===== src/rtl/tw_wr_pkg.sv =====
`timescale 1ns/1ps
package tw_wr_pkg;

  typedef enum logic [2:0] {
    PH_IDLE,
    PH_RECV,
    PH_ACKW,
    PH_ACK,
    PH_WAIT
  } phase_t;

  typedef enum logic [1:0] {
    BK_DEV,
    BK_AHI,
    BK_ALO,
    BK_DATA
  } kind_t;

  localparam logic [3:0] DEV_TYPE = 4'b1010;

  // Selection byte check: type code, select bits and write direction.
  function automatic logic dev_write_match(input logic [7:0] b, input logic [2:0] sel);
    return (b[7:4] == DEV_TYPE) && (b[3:1] == sel) && !b[0];
  endfunction

  // Serial byte assembly, most significant bit first.
  function automatic logic [7:0] shift_in(input logic [7:0] sr, input logic bit_in);
    return {sr[6:0], bit_in};
  endfunction

endpackage


===== src/rtl/tw_bus_sense.sv =====
`timescale 1ns/1ps
module tw_bus_sense (
  input  logic clk,
  input  logic rst_n,
  input  logic scl_in,
  input  logic sda_in,
  output logic sda_bit,
  output logic scl_rise,
  output logic scl_fall,
  output logic start_evt,
  output logic stop_evt
);

  logic [1:0] scl_sync;
  logic [1:0] sda_sync;
  logic       scl_prev;
  logic       sda_prev;
  logic       scl_now;

  // Idle bus reads high, so reset to 1 so that no false condition appears.
  always_ff @(posedge clk or negedge rst_n) begin
    if (!rst_n) begin
      scl_sync <= 2'b11;
      sda_sync <= 2'b11;
      scl_prev <= 1'b1;
      sda_prev <= 1'b1;
    end else begin
      scl_sync <= {scl_sync[0], scl_in};
      sda_sync <= {sda_sync[0], sda_in};
      scl_prev <= scl_sync[1];
      sda_prev <= sda_sync[1];
    end
  end

  assign scl_now   = scl_sync[1];
  assign sda_bit   = sda_sync[1];
  assign scl_rise  = scl_now & ~scl_prev;
  assign scl_fall  = ~scl_now & scl_prev;
  assign start_evt = scl_now & scl_prev & sda_prev & ~sda_bit;
  assign stop_evt  = scl_now & scl_prev & ~sda_prev & sda_bit;

endmodule


===== src/rtl/tw_write_fsm.sv =====
`timescale 1ns/1ps
module tw_write_fsm
  import tw_wr_pkg::*;
#(
  parameter int         PAGE_BYTES = 32,
  parameter int         MEM_AW     = 8,
  parameter logic [2:0] DEV_SEL    = 3'b000,
  localparam int        OFF_W      = $clog2(PAGE_BYTES),
  localparam int        PG_W       = MEM_AW - OFF_W,
  localparam int        CNT_W      = $clog2(PAGE_BYTES + 1)
) (
  input  logic             clk,
  input  logic             rst_n,
  input  logic             busy,
  input  logic             sda_bit,
  input  logic             scl_rise,
  input  logic             scl_fall,
  input  logic             start_evt,
  input  logic             stop_evt,
  output logic             sda_oe,
  output logic             buf_clr,
  output logic             buf_we,
  output logic [OFF_W-1:0] buf_off,
  output logic [7:0]       buf_data,
  output logic             commit,
  output logic [PG_W-1:0]  page_idx
);

  phase_t           phase_q;
  kind_t            kind_q;
  logic [2:0]       bit_q;
  logic [7:0]       sr_q;
  logic [PG_W-1:0]  page_q;
  logic [OFF_W-1:0] off_q;
  logic [CNT_W-1:0] cnt_q;
  logic             oe_q;

  logic [7:0]       byte_now;
  logic             byte_done;
  logic             room;
  logic             ack_now;

  // Place one address byte into the 16-bit word address and keep the page bits.
  function automatic logic [PG_W-1:0] put_addr_byte(input logic [PG_W-1:0] pg,
                                                     input logic [7:0] b,
                                                     input logic hi);
    logic [15:0] t;
    t = 16'(pg) << OFF_W;
    if (hi) t[15:8] = b;
    else    t[7:0]  = b;
    return t[MEM_AW-1:OFF_W];
  endfunction

  // The offset inside the page wraps at the page size.
  function automatic logic [OFF_W-1:0] next_off(input logic [OFF_W-1:0] o);
    return o + 1'b1;
  endfunction

  assign byte_now  = shift_in(sr_q, sda_bit);
  assign byte_done = !busy && !start_evt && !stop_evt && (phase_q == PH_RECV) &&
                     scl_rise && (bit_q == 3'd7);
  assign room      = cnt_q < CNT_W'(PAGE_BYTES);

  always_comb begin
    unique case (kind_q)
      BK_DEV:  ack_now = dev_write_match(byte_now, DEV_SEL);
      BK_AHI:  ack_now = 1'b1;
      BK_ALO:  ack_now = 1'b1;
      default: ack_now = room;
    endcase
  end

  assign buf_we   = byte_done && (kind_q == BK_DATA) && room;
  assign buf_off  = off_q;
  assign buf_data = byte_now;
  assign buf_clr  = start_evt && !busy;
  assign commit   = stop_evt && !busy && (cnt_q != '0);
  assign page_idx = page_q;
  assign sda_oe   = oe_q;

  always_ff @(posedge clk or negedge rst_n) begin
    if (!rst_n) begin
      phase_q <= PH_IDLE;
      kind_q  <= BK_DEV;
      bit_q   <= '0;
      sr_q    <= '0;
      page_q  <= '0;
      off_q   <= '0;
      cnt_q   <= '0;
      oe_q    <= 1'b0;
    end else if (busy) begin
      phase_q <= PH_IDLE;
      bit_q   <= '0;
      cnt_q   <= '0;
      oe_q    <= 1'b0;
    end else if (start_evt) begin
      phase_q <= PH_RECV;
      kind_q  <= BK_DEV;
      bit_q   <= '0;
      cnt_q   <= '0;
      oe_q    <= 1'b0;
    end else if (stop_evt) begin
      phase_q <= PH_IDLE;
      cnt_q   <= '0;
      oe_q    <= 1'b0;
    end else begin
      unique case (phase_q)
        PH_RECV: begin
          if (scl_rise) begin
            sr_q  <= byte_now;
            bit_q <= bit_q + 3'd1;
            if (bit_q == 3'd7) begin
              phase_q <= ack_now ? PH_ACKW : PH_WAIT;
              unique case (kind_q)
                BK_DEV: kind_q <= BK_AHI;
                BK_AHI: begin
                  page_q <= put_addr_byte(page_q, byte_now, 1'b1);
                  kind_q <= BK_ALO;
                end
                BK_ALO: begin
                  page_q <= put_addr_byte(page_q, byte_now, 1'b0);
                  off_q  <= byte_now[OFF_W-1:0];
                  kind_q <= BK_DATA;
                end
                default: begin
                  if (room) begin
                    off_q <= next_off(off_q);
                    cnt_q <= cnt_q + 1'b1;
                  end
                end
              endcase
            end
          end
        end
        PH_ACKW: begin
          if (scl_fall) begin
            oe_q    <= 1'b1;
            phase_q <= PH_ACK;
          end
        end
        PH_ACK: begin
          if (scl_fall) begin
            oe_q    <= 1'b0;
            phase_q <= PH_RECV;
          end
        end
        default: ;
      endcase
    end
  end

  // the line is never pulled low during a write cycle.
  assert_quiet_busy_R8: assert property (@(posedge clk) disable iff (!rst_n)
    busy |-> !sda_oe);

  // an acknowledge begins only after a falling clock edge seen on the bus.
  assert_ack_after_fall_R1: assert property (@(posedge clk) disable iff (!rst_n)
    $rose(sda_oe) |-> $past(scl_fall));

  // a start releases the line in the cycle after it.
  assert_start_release_R6: assert property (@(posedge clk) disable iff (!rst_n)
    (start_evt && !busy) |=> !sda_oe);

endmodule


===== src/rtl/tw_page_store.sv =====
`timescale 1ns/1ps
module tw_page_store #(
  parameter int  PAGE_BYTES = 32,
  parameter int  MEM_DEPTH  = 256,
  localparam int MEM_AW     = $clog2(MEM_DEPTH),
  localparam int OFF_W      = $clog2(PAGE_BYTES),
  localparam int PG_W       = MEM_AW - OFF_W
) (
  input  logic              clk,
  input  logic              rst_n,
  input  logic              buf_clr,
  input  logic              buf_we,
  input  logic [OFF_W-1:0]  buf_off,
  input  logic [7:0]        buf_data,
  input  logic              commit,
  input  logic [PG_W-1:0]   page_idx,
  input  logic [MEM_AW-1:0] peek_addr,
  output logic [7:0]        peek_data
);

  logic [7:0]            pbuf [PAGE_BYTES];
  logic [PAGE_BYTES-1:0] mask_q;
  logic [MEM_DEPTH*8-1:0] cells_flat;

  always_ff @(posedge clk or negedge rst_n) begin
    if (!rst_n) begin
      mask_q <= '0;
      for (int i = 0; i < PAGE_BYTES; i++) pbuf[i] <= '0;
    end else if (buf_clr) begin
      mask_q <= '0;
    end else if (buf_we) begin
      mask_q[buf_off] <= 1'b1;
      pbuf[buf_off]   <= buf_data;
    end
  end

  // Each array byte takes its buffer entry when its page is committed and the entry was loaded.
  for (genvar j = 0; j < MEM_DEPTH; j++) begin : g_cell
    localparam int CELL_PG  = j / PAGE_BYTES;
    localparam int CELL_OFF = j % PAGE_BYTES;
    logic [7:0] cell_q;
    logic       cell_we;
    assign cell_we = commit && (page_idx == PG_W'(CELL_PG)) && mask_q[CELL_OFF];
    always_ff @(posedge clk or negedge rst_n) begin
      if (!rst_n)       cell_q <= '0;
      else if (cell_we) cell_q <= pbuf[CELL_OFF];
    end
    assign cells_flat[j*8 +: 8] = cell_q;
  end

  assign peek_data = cells_flat[peek_addr*8 +: 8];

  // the wrapping offset never lands on an entry already loaded in this transaction.
  assert_no_overwrite_R4: assert property (@(posedge clk) disable iff (!rst_n)
    buf_we |-> !mask_q[buf_off]);

  // a commit always has at least one buffered byte behind it.
  assert_commit_nonempty_R6: assert property (@(posedge clk) disable iff (!rst_n)
    commit |-> (mask_q != '0));

endmodule


===== src/rtl/tw_busy_timer.sv =====
`timescale 1ns/1ps
module tw_busy_timer #(
  parameter int  BUSY_CYCLES = 4000,
  localparam int CW          = $clog2(BUSY_CYCLES + 1)
) (
  input  logic clk,
  input  logic rst_n,
  input  logic commit,
  output logic busy
);

  logic [CW-1:0] left_q;

  always_ff @(posedge clk or negedge rst_n) begin
    if (!rst_n)              left_q <= '0;
    else if (commit)         left_q <= CW'(BUSY_CYCLES);
    else if (left_q != '0)   left_q <= left_q - 1'b1;
  end

  assign busy = (left_q != '0);

  // a commit opens the busy interval on the next clock.
  assert_busy_follows_R7: assert property (@(posedge clk) disable iff (!rst_n)
    commit |=> busy);

  // no new commit arrives while a write cycle is running.
  assert_no_recommit_R8: assert property (@(posedge clk) disable iff (!rst_n)
    commit |-> !busy);

endmodule


===== src/rtl/twowire_page_writer.sv =====
`timescale 1ns/1ps
module twowire_page_writer #(
  parameter int         PAGE_BYTES  = 32,
  parameter int         MEM_DEPTH   = 256,
  parameter int         BUSY_CYCLES = 4000,
  parameter logic [2:0] DEV_SEL     = 3'b000,
  localparam int        MEM_AW      = $clog2(MEM_DEPTH),
  localparam int        OFF_W       = $clog2(PAGE_BYTES),
  localparam int        PG_W        = MEM_AW - OFF_W
) (
  input  logic              clk,
  input  logic              rst_n,
  input  logic              scl_in,
  input  logic              sda_in,
  output logic              sda_oe,
  output logic              busy,
  input  logic [MEM_AW-1:0] peek_addr,
  output logic [7:0]        peek_data
);

  logic             sda_bit;
  logic             scl_rise;
  logic             scl_fall;
  logic             start_evt;
  logic             stop_evt;
  logic             buf_clr;
  logic             buf_we;
  logic [OFF_W-1:0] buf_off;
  logic [7:0]       buf_data;
  logic             commit;
  logic [PG_W-1:0]  page_idx;

  tw_bus_sense i_sense (
    .clk       (clk),
    .rst_n     (rst_n),
    .scl_in    (scl_in),
    .sda_in    (sda_in),
    .sda_bit   (sda_bit),
    .scl_rise  (scl_rise),
    .scl_fall  (scl_fall),
    .start_evt (start_evt),
    .stop_evt  (stop_evt)
  );

  tw_write_fsm #(
    .PAGE_BYTES (PAGE_BYTES),
    .MEM_AW     (MEM_AW),
    .DEV_SEL    (DEV_SEL)
  ) i_fsm (
    .clk       (clk),
    .rst_n     (rst_n),
    .busy      (busy),
    .sda_bit   (sda_bit),
    .scl_rise  (scl_rise),
    .scl_fall  (scl_fall),
    .start_evt (start_evt),
    .stop_evt  (stop_evt),
    .sda_oe    (sda_oe),
    .buf_clr   (buf_clr),
    .buf_we    (buf_we),
    .buf_off   (buf_off),
    .buf_data  (buf_data),
    .commit    (commit),
    .page_idx  (page_idx)
  );

  tw_page_store #(
    .PAGE_BYTES (PAGE_BYTES),
    .MEM_DEPTH  (MEM_DEPTH)
  ) i_store (
    .clk       (clk),
    .rst_n     (rst_n),
    .buf_clr   (buf_clr),
    .buf_we    (buf_we),
    .buf_off   (buf_off),
    .buf_data  (buf_data),
    .commit    (commit),
    .page_idx  (page_idx),
    .peek_addr (peek_addr),
    .peek_data (peek_data)
  );

  tw_busy_timer #(
    .BUSY_CYCLES (BUSY_CYCLES)
  ) i_busy (
    .clk    (clk),
    .rst_n  (rst_n),
    .commit (commit),
    .busy   (busy)
  );

endmodule


===== config.mk =====
export PLATFORM = sky130hd
export DESIGN_NAME = twowire_page_writer
export DESIGN_NICKNAME = d
export VERILOG_FILES = /design/src/rtl/tw_wr_pkg.sv /design/src/rtl/tw_bus_sense.sv /design/src/rtl/tw_write_fsm.sv /design/src/rtl/tw_page_store.sv /design/src/rtl/tw_busy_timer.sv /design/src/rtl/twowire_page_writer.sv
export SDC_FILE = /design/constraint.sdc
export NUM_CORES = 2
export LEC_CHECK = 0
export BUFFER_PORTS_ARGS = -buffer_cell sky130_fd_sc_hd__buf_2
export CAP_MARGIN = 40
export CORE_ASPECT_RATIO = 1.2
export CORE_MARGIN = 3
export CORE_UTILIZATION = 67
export CTS_BUF_LIST = sky130_fd_sc_hd__clkbuf_4
export DETAILED_ROUTE_END_ITERATION = 12
export PLACE_DENSITY_LB_ADDON = 0.2
export RECOVER_POWER = 50
export SYNTH_ARGS = -nofsm -noshare
export SYNTH_HDL_FRONTEND = slang
export SYNTH_SLANG_ARGS = --single-unit

===== constraint.sdc =====
create_clock -name clk -period 8.5 [get_ports clk]
set_clock_uncertainty 0.1 [all_clocks]
set_input_delay 0.425 -clock clk [delete_from_list [all_inputs] [get_ports clk]]
set_output_delay 0.425 -clock clk [all_outputs]
set_load 0.01 [all_outputs]

# ---- After elaboration in Yosys (flattened, before gate mapping)
# Cells that the tools add are included.
# Widths: inputs -> output; s select.
dict set report totals {
  reg_bits 2384
  latchBits 0
  ram_bits 0
  romBits 0
  in_bits 12
  output_inout_bits 10
  word_cells 712
  mem_count 0
}
dict set report classes {
  addsub 4
  n_mul 0
  div_mod_pow 0
  magnitude_cmp 5
  n_eq_ne 22
  shift 1
  muxes 46
  n_bitwise 18
  reduce_logical 314
}
# cell n
set ops {}
lappend ops {{$shiftx 2048x12->8} 1}
lappend ops {{$logic_and 1x1->1} 278}
lappend ops {{$bwmux 256} 1}
lappend ops {{$mux 32} 2}
lappend ops {{$mux 6} 8}
lappend ops {{$demux 8 s5} 1}
lappend ops {{$mux 3} 13}
lappend ops {{$or 32x32->32} 1}
lappend ops {{$mux 12} 2}
lappend ops {{$reduce_bool 4->1} 5}
lappend ops {{$eq 3x3->1 const B} 5}
lappend ops {{$ne 5x1->1 const B} 3}
lappend ops {{$reduce_and 5->1} 3}
lappend ops {{$eq 3x2->1 const B} 4}
lappend ops {{$reduce_bool 12->1} 1}
lappend ops {{$reduce_bool 2->1} 6}
lappend ops {{$reduce_bool 6->1} 2}
lappend ops {{$sub 12x1->12 const B} 1}
lappend ops {{$mux 2} 5}
lappend ops {{$pmux 5 s2} 1}
lappend ops {{$not 1->1} 9}
lappend ops {{$pmux 3 s3} 1}
lappend ops {{$mux 8} 1}
lappend ops {{$reduce_and 8->1} 1}
lappend ops {{34 further kinds} 55}

# ---- Depth between registers and ports, before layout
dict set report depth {
  word_depth 13
  ltp_mapped 11
  ltp_nobuf 9
}

# ---- Hierarchy
# A second synthesis with hierarchy kept.
dict set report unflattened {
  hier_cells 6748
  hier_area_um2 105628.8
}
# mod instances cells_per_inst area_each_um2 seq_area_each_um2
set modules_own_cells {}
lappend modules_own_cells {tw_page_store 1 6503 103045.1 58456.1}
lappend modules_own_cells {tw_write_fsm 1 159 1656.6 750.7}
lappend modules_own_cells {tw_busy_timer 1 76 737.0 300.3}
lappend modules_own_cells {tw_bus_sense 1 10 190.2 157.7}

# ---- Least setup slack after synthesis
# No wires, ideal clock.
dict set report synth_timing {
  path_type {input-to-output}
  startpoint {in peek_addr[0]}
  endpoint {out peek_data[2]}
  arrival_ns 2.915
  path_slack_ns 5.060
  cell_stages 10
  cell_sequence {buf_2 > buf_2 > buf_2 > buf_2 > buf_2 > a21oi_1 > a211oi_1 > nor3_1 > o32a_1 > nor4_1}
}
dict set report synth_between {
  elab_chain_len 1
}
# element line
set synth_rtl {}
lappend synth_rtl {{start, declared} twowire_page_writer.sv:17} ;# input logic [MEM_AW-1:0] peek_addr,
lappend synth_rtl {{$shiftx 2048x12->8} tw_page_store.sv:51} ;# assign peek_data = cells_flat[peek_addr*8 +: 8];
lappend synth_rtl {{end, declared} twowire_page_writer.sv:18} ;# output logic [7:0] peek_data
# No other way between the ends.

==> key figures <==
Run status
  • Run status: finished, violations left
  • Failing checks: max-capacitance violations, max-slew violations

Min path
  • WHS Path Cells: 3
  • Hold endpoint: i_sense.scl_sync[0]$_DFF_PN1_
  • Hold path startpoint: scl_in
  • Hold Crit Class: input port to flop

Power and ir drop
  • Max VDD drop: 0.153 mV
  • Static Leak: 56.9 nW
  • Total power: 0.0212 W
  • Power per cell area: 186 nW/um^2

Global route
  • Met1 GRT Util: 55.8%
  • Grt met3 use: 13.2%
  • GR Util met2: 64.2%
  • Vias in the first global route: 69029
  • GRT overflow: 0
  • Largest net degree at the start of global routing: 191
  • Antenna violations before repair: 37
  • Global route hottest layer: met2
  • Global-route usage over all layers: 43.1%
  • First-pass GRT wire length: 488000 um

Yosys
  • Post-synth EDFFs: 0
  • Largest cells by area after synthesis: dfrtp_1 (57%), mux2_2 (25%), mux4_2 (9.7%), mux2i_1 (1.4%), a22oi_1 (1.2%)
  • Area leader, netlist: dfrtp_1
  • Asr flop ratio synth: 100%
  • Gate count of the mapped netlist: 6631
  • #FFs+latches synth: 2384
  • Ys flop type: dfrtp_1
  • Average size of a mapped cell: 15.8 sq um
  • Count of cell types in the netlist: 62
  • Synth warn: 0
  • Synth top area share: 56.9%
  • Sequential share of the synthesized area: 57.1%
  • Synthesized area: 105000 sq um
  • Synthesized net count: 6657

STA
  • Final setup margin: 2660 ps
  • Setup TNS: 0 ps
  • RSZ-0062 raised after global routing: false
  • Setup violators final: 0
  • Period utilization: 68.7%
  • Worst Tran Pin Value: 3930 ps
  • Final Hold Fails: 0
  • Max-slew violations: 608
  • Post-route minimum period: 5840 ps
  • F_max: 171 MHz
  • Rel. slew slack: -162%

Setup path
  • Worst setup path category: input port to async pin
  • Crit Reg-Reg Endpoint: i_fsm.phase_q[2]$_DFFE_PN0P_
  • Crit-path max FO: 154
  • CP startpoint kind: input port
  • Start of the worst register-to-register path: i_sense.sda_sync[1]$_DFF_PN1_
  • Crit. End Element: async pin
  • Cells on worst reg2reg path: 6
  • CP required: 9800 ps
  • Worst endpoint data arrival time: 7140 ps
  • Flop-to-flop setup slack: 3360 ps

Cells and area
  • Share of layout cells above drive strength 1: 51.5%
  • Area added between synthesis and finish: 9.28%
  • Commonest non-fill, non-tap cell in the layout: dfrtp_1
  • Fin nets: 7088
  • Most frequent cells in the layout: dfrtp_1 (2371), mux2_2 (2319), clkbuf_4 (841)

Floorplanning
  • Die area: 161000 sq um
  • Die outline height: 439 um
  • # IOs: 22
  • Die Wd: 367 um
  • Initial Utilization: 67.5%
  • Core Rows: 158
  • Core ar.: 155000 sq um

Clock tree
  • TritonCTS clock tree: done
  • Post-CTS sizing: 0
  • Total CTS buffers: 599
  • Worst-Skew Late Latency: 1450 ps
  • CTS Sinks: 2384
  • Clock transition at path regs: 60 ps
  • CTS Root Cell: clkbuf_4
  • H-tree levels: 6
  • Longest Clk Path Bufs: 4

Placed design
  • HPWL Detailed: 226000 um
  • Routability congestion estimate: 1.01
  • Number of port buffers: 21
  • Place WS: 3330 ps

Routing
  • DRC viols: 0
  • Drt total wl: 341000 um
  • Iter 0 DRT Violations: 6923
  • Post-detailed-route wirelength per cell: 35.9 um
  • Via density: 7.03
  • Via count: 66865
  • First-pass DRT Iterations: 6
  • Final ANT Viol Nets: 0

Run
  • Max-Cap Viols: 10
[state kept, by name, summed over array words and instances (netlist names), 5 cells and up]
register and count:
i_store.pbuf 256, i_store.mask_q 32, i_store.g_cell.cell_q 2048, i_fsm.buf_off 5
i_fsm.cnt_q 6, i_fsm.sr_q 7, i_busy.left_q 12
[worst max-delay path by stage]
stage / depth (start not counted) / start / to
floorplan: 10 / peek_addr[0] / peek_data[2]
global placement: 9 / peek_addr[0] / peek_data[7]
detailed placement: 8 / peek_addr[0] / peek_data[3]
CTS: 6 / i_store.g_cell[130].cell_q[3]$_DFFE_PN0P_ / peek_data[3]
global route: 5 / rst_n / i_store.g_cell[37].cell_q[4]$_DFFE_PN0P_
finish: 5 / rst_n / i_store.g_cell[4].cell_q[3]$_DFFE_PN0P_
[where the power goes]
group	internal (W)	total, W	switching, W	leakage, nW
sequential	0.0113	0.0114	0.00000284	33.3
combinational	0.000164	0.000693	0.000530	19.4
clock	0.00466	0.00916	0.00450	4.16
total	0.0162	0.0212	0.00503	56.9
[layer usage]
metal	wire, um	share of wire [%]
met5	132	0.039
met3	37500	11
met4	24700	7.3
met1	124000	36
met2	155000	45
[timing repair]
| action | in CTS | in global routing |
|---|---|---|
| setup buffers | 0 | 0 |
| hold buffers | 7 | 0 |
| endpoints found under the hold margin | 1039 | 0 |
[kinds of logic (layout without fill, tap and decap cells)]
family                   after synthesis  count (layout)  share of synthesized area, %
AO/OA/AOI/OAI                        494             494                          3.18
flip-flops                          2384            2384                          57.1
buffers and inverters                307            1088                          1.19
other                                  0              23                             0
AND/OR/NAND/NOR                      507             507                          2.25
multiplexers                        2915            2915                          36.1
adder cells (fa/ha/maj)               14              14                         0.168
XOR/XNOR                              10              10                        0.0838
[cells in the mapped netlist (all sizes together), types with 18 or more instances]
cell type  count
a22oi        168
nand2        295
o221ai        27
a21oi        118
a21o          33
mux2i        145
nor3          36
o21ai         36
inv           18
clkbuf       170
mux4         449
nor2          66
o22ai         52
buf          118
dfrtp       2378
mux2        2321
[through the flow]
stage | utilization (%) | cell area (sq um) | instances | hold WS [ps]
6_report | 73.8 | 114000 | 9515 | 136
5_1_grt | 73.8 | 114000 | 9500 | 81.4
4_1_cts | 73.8 | 114000 | 9491 | 0.173
3_5_place_dp | 69.3 | 107000 | 8533 | 250
3_3_place_gp | 69.2 | 107000 | 8520 | 251
2_1_floorplan | - | 105000 | 6631 | 29.4
[worst max-delay path: stages]
cell and delay (ps):
dlygate4sd3_1 520, dlygate4sd3_1 550, clkbuf_1 1480, clkbuf_2 2760
buf_4 990
[final cells by class]
cell class / instances / area [sq um]
sequential: 2384 / 59700
tap: 2080 / 2600
timing repair buffer: 118 / 1230
clock inverter: 110 / 563
clock buffer: 841 / 6310
fill: 9950 / 40500
inverter: 19 / 71.3
antenna: 23 / 57.6
multi-input combinational: 3940 / 43700
Power figures use the tool's default switching activity.
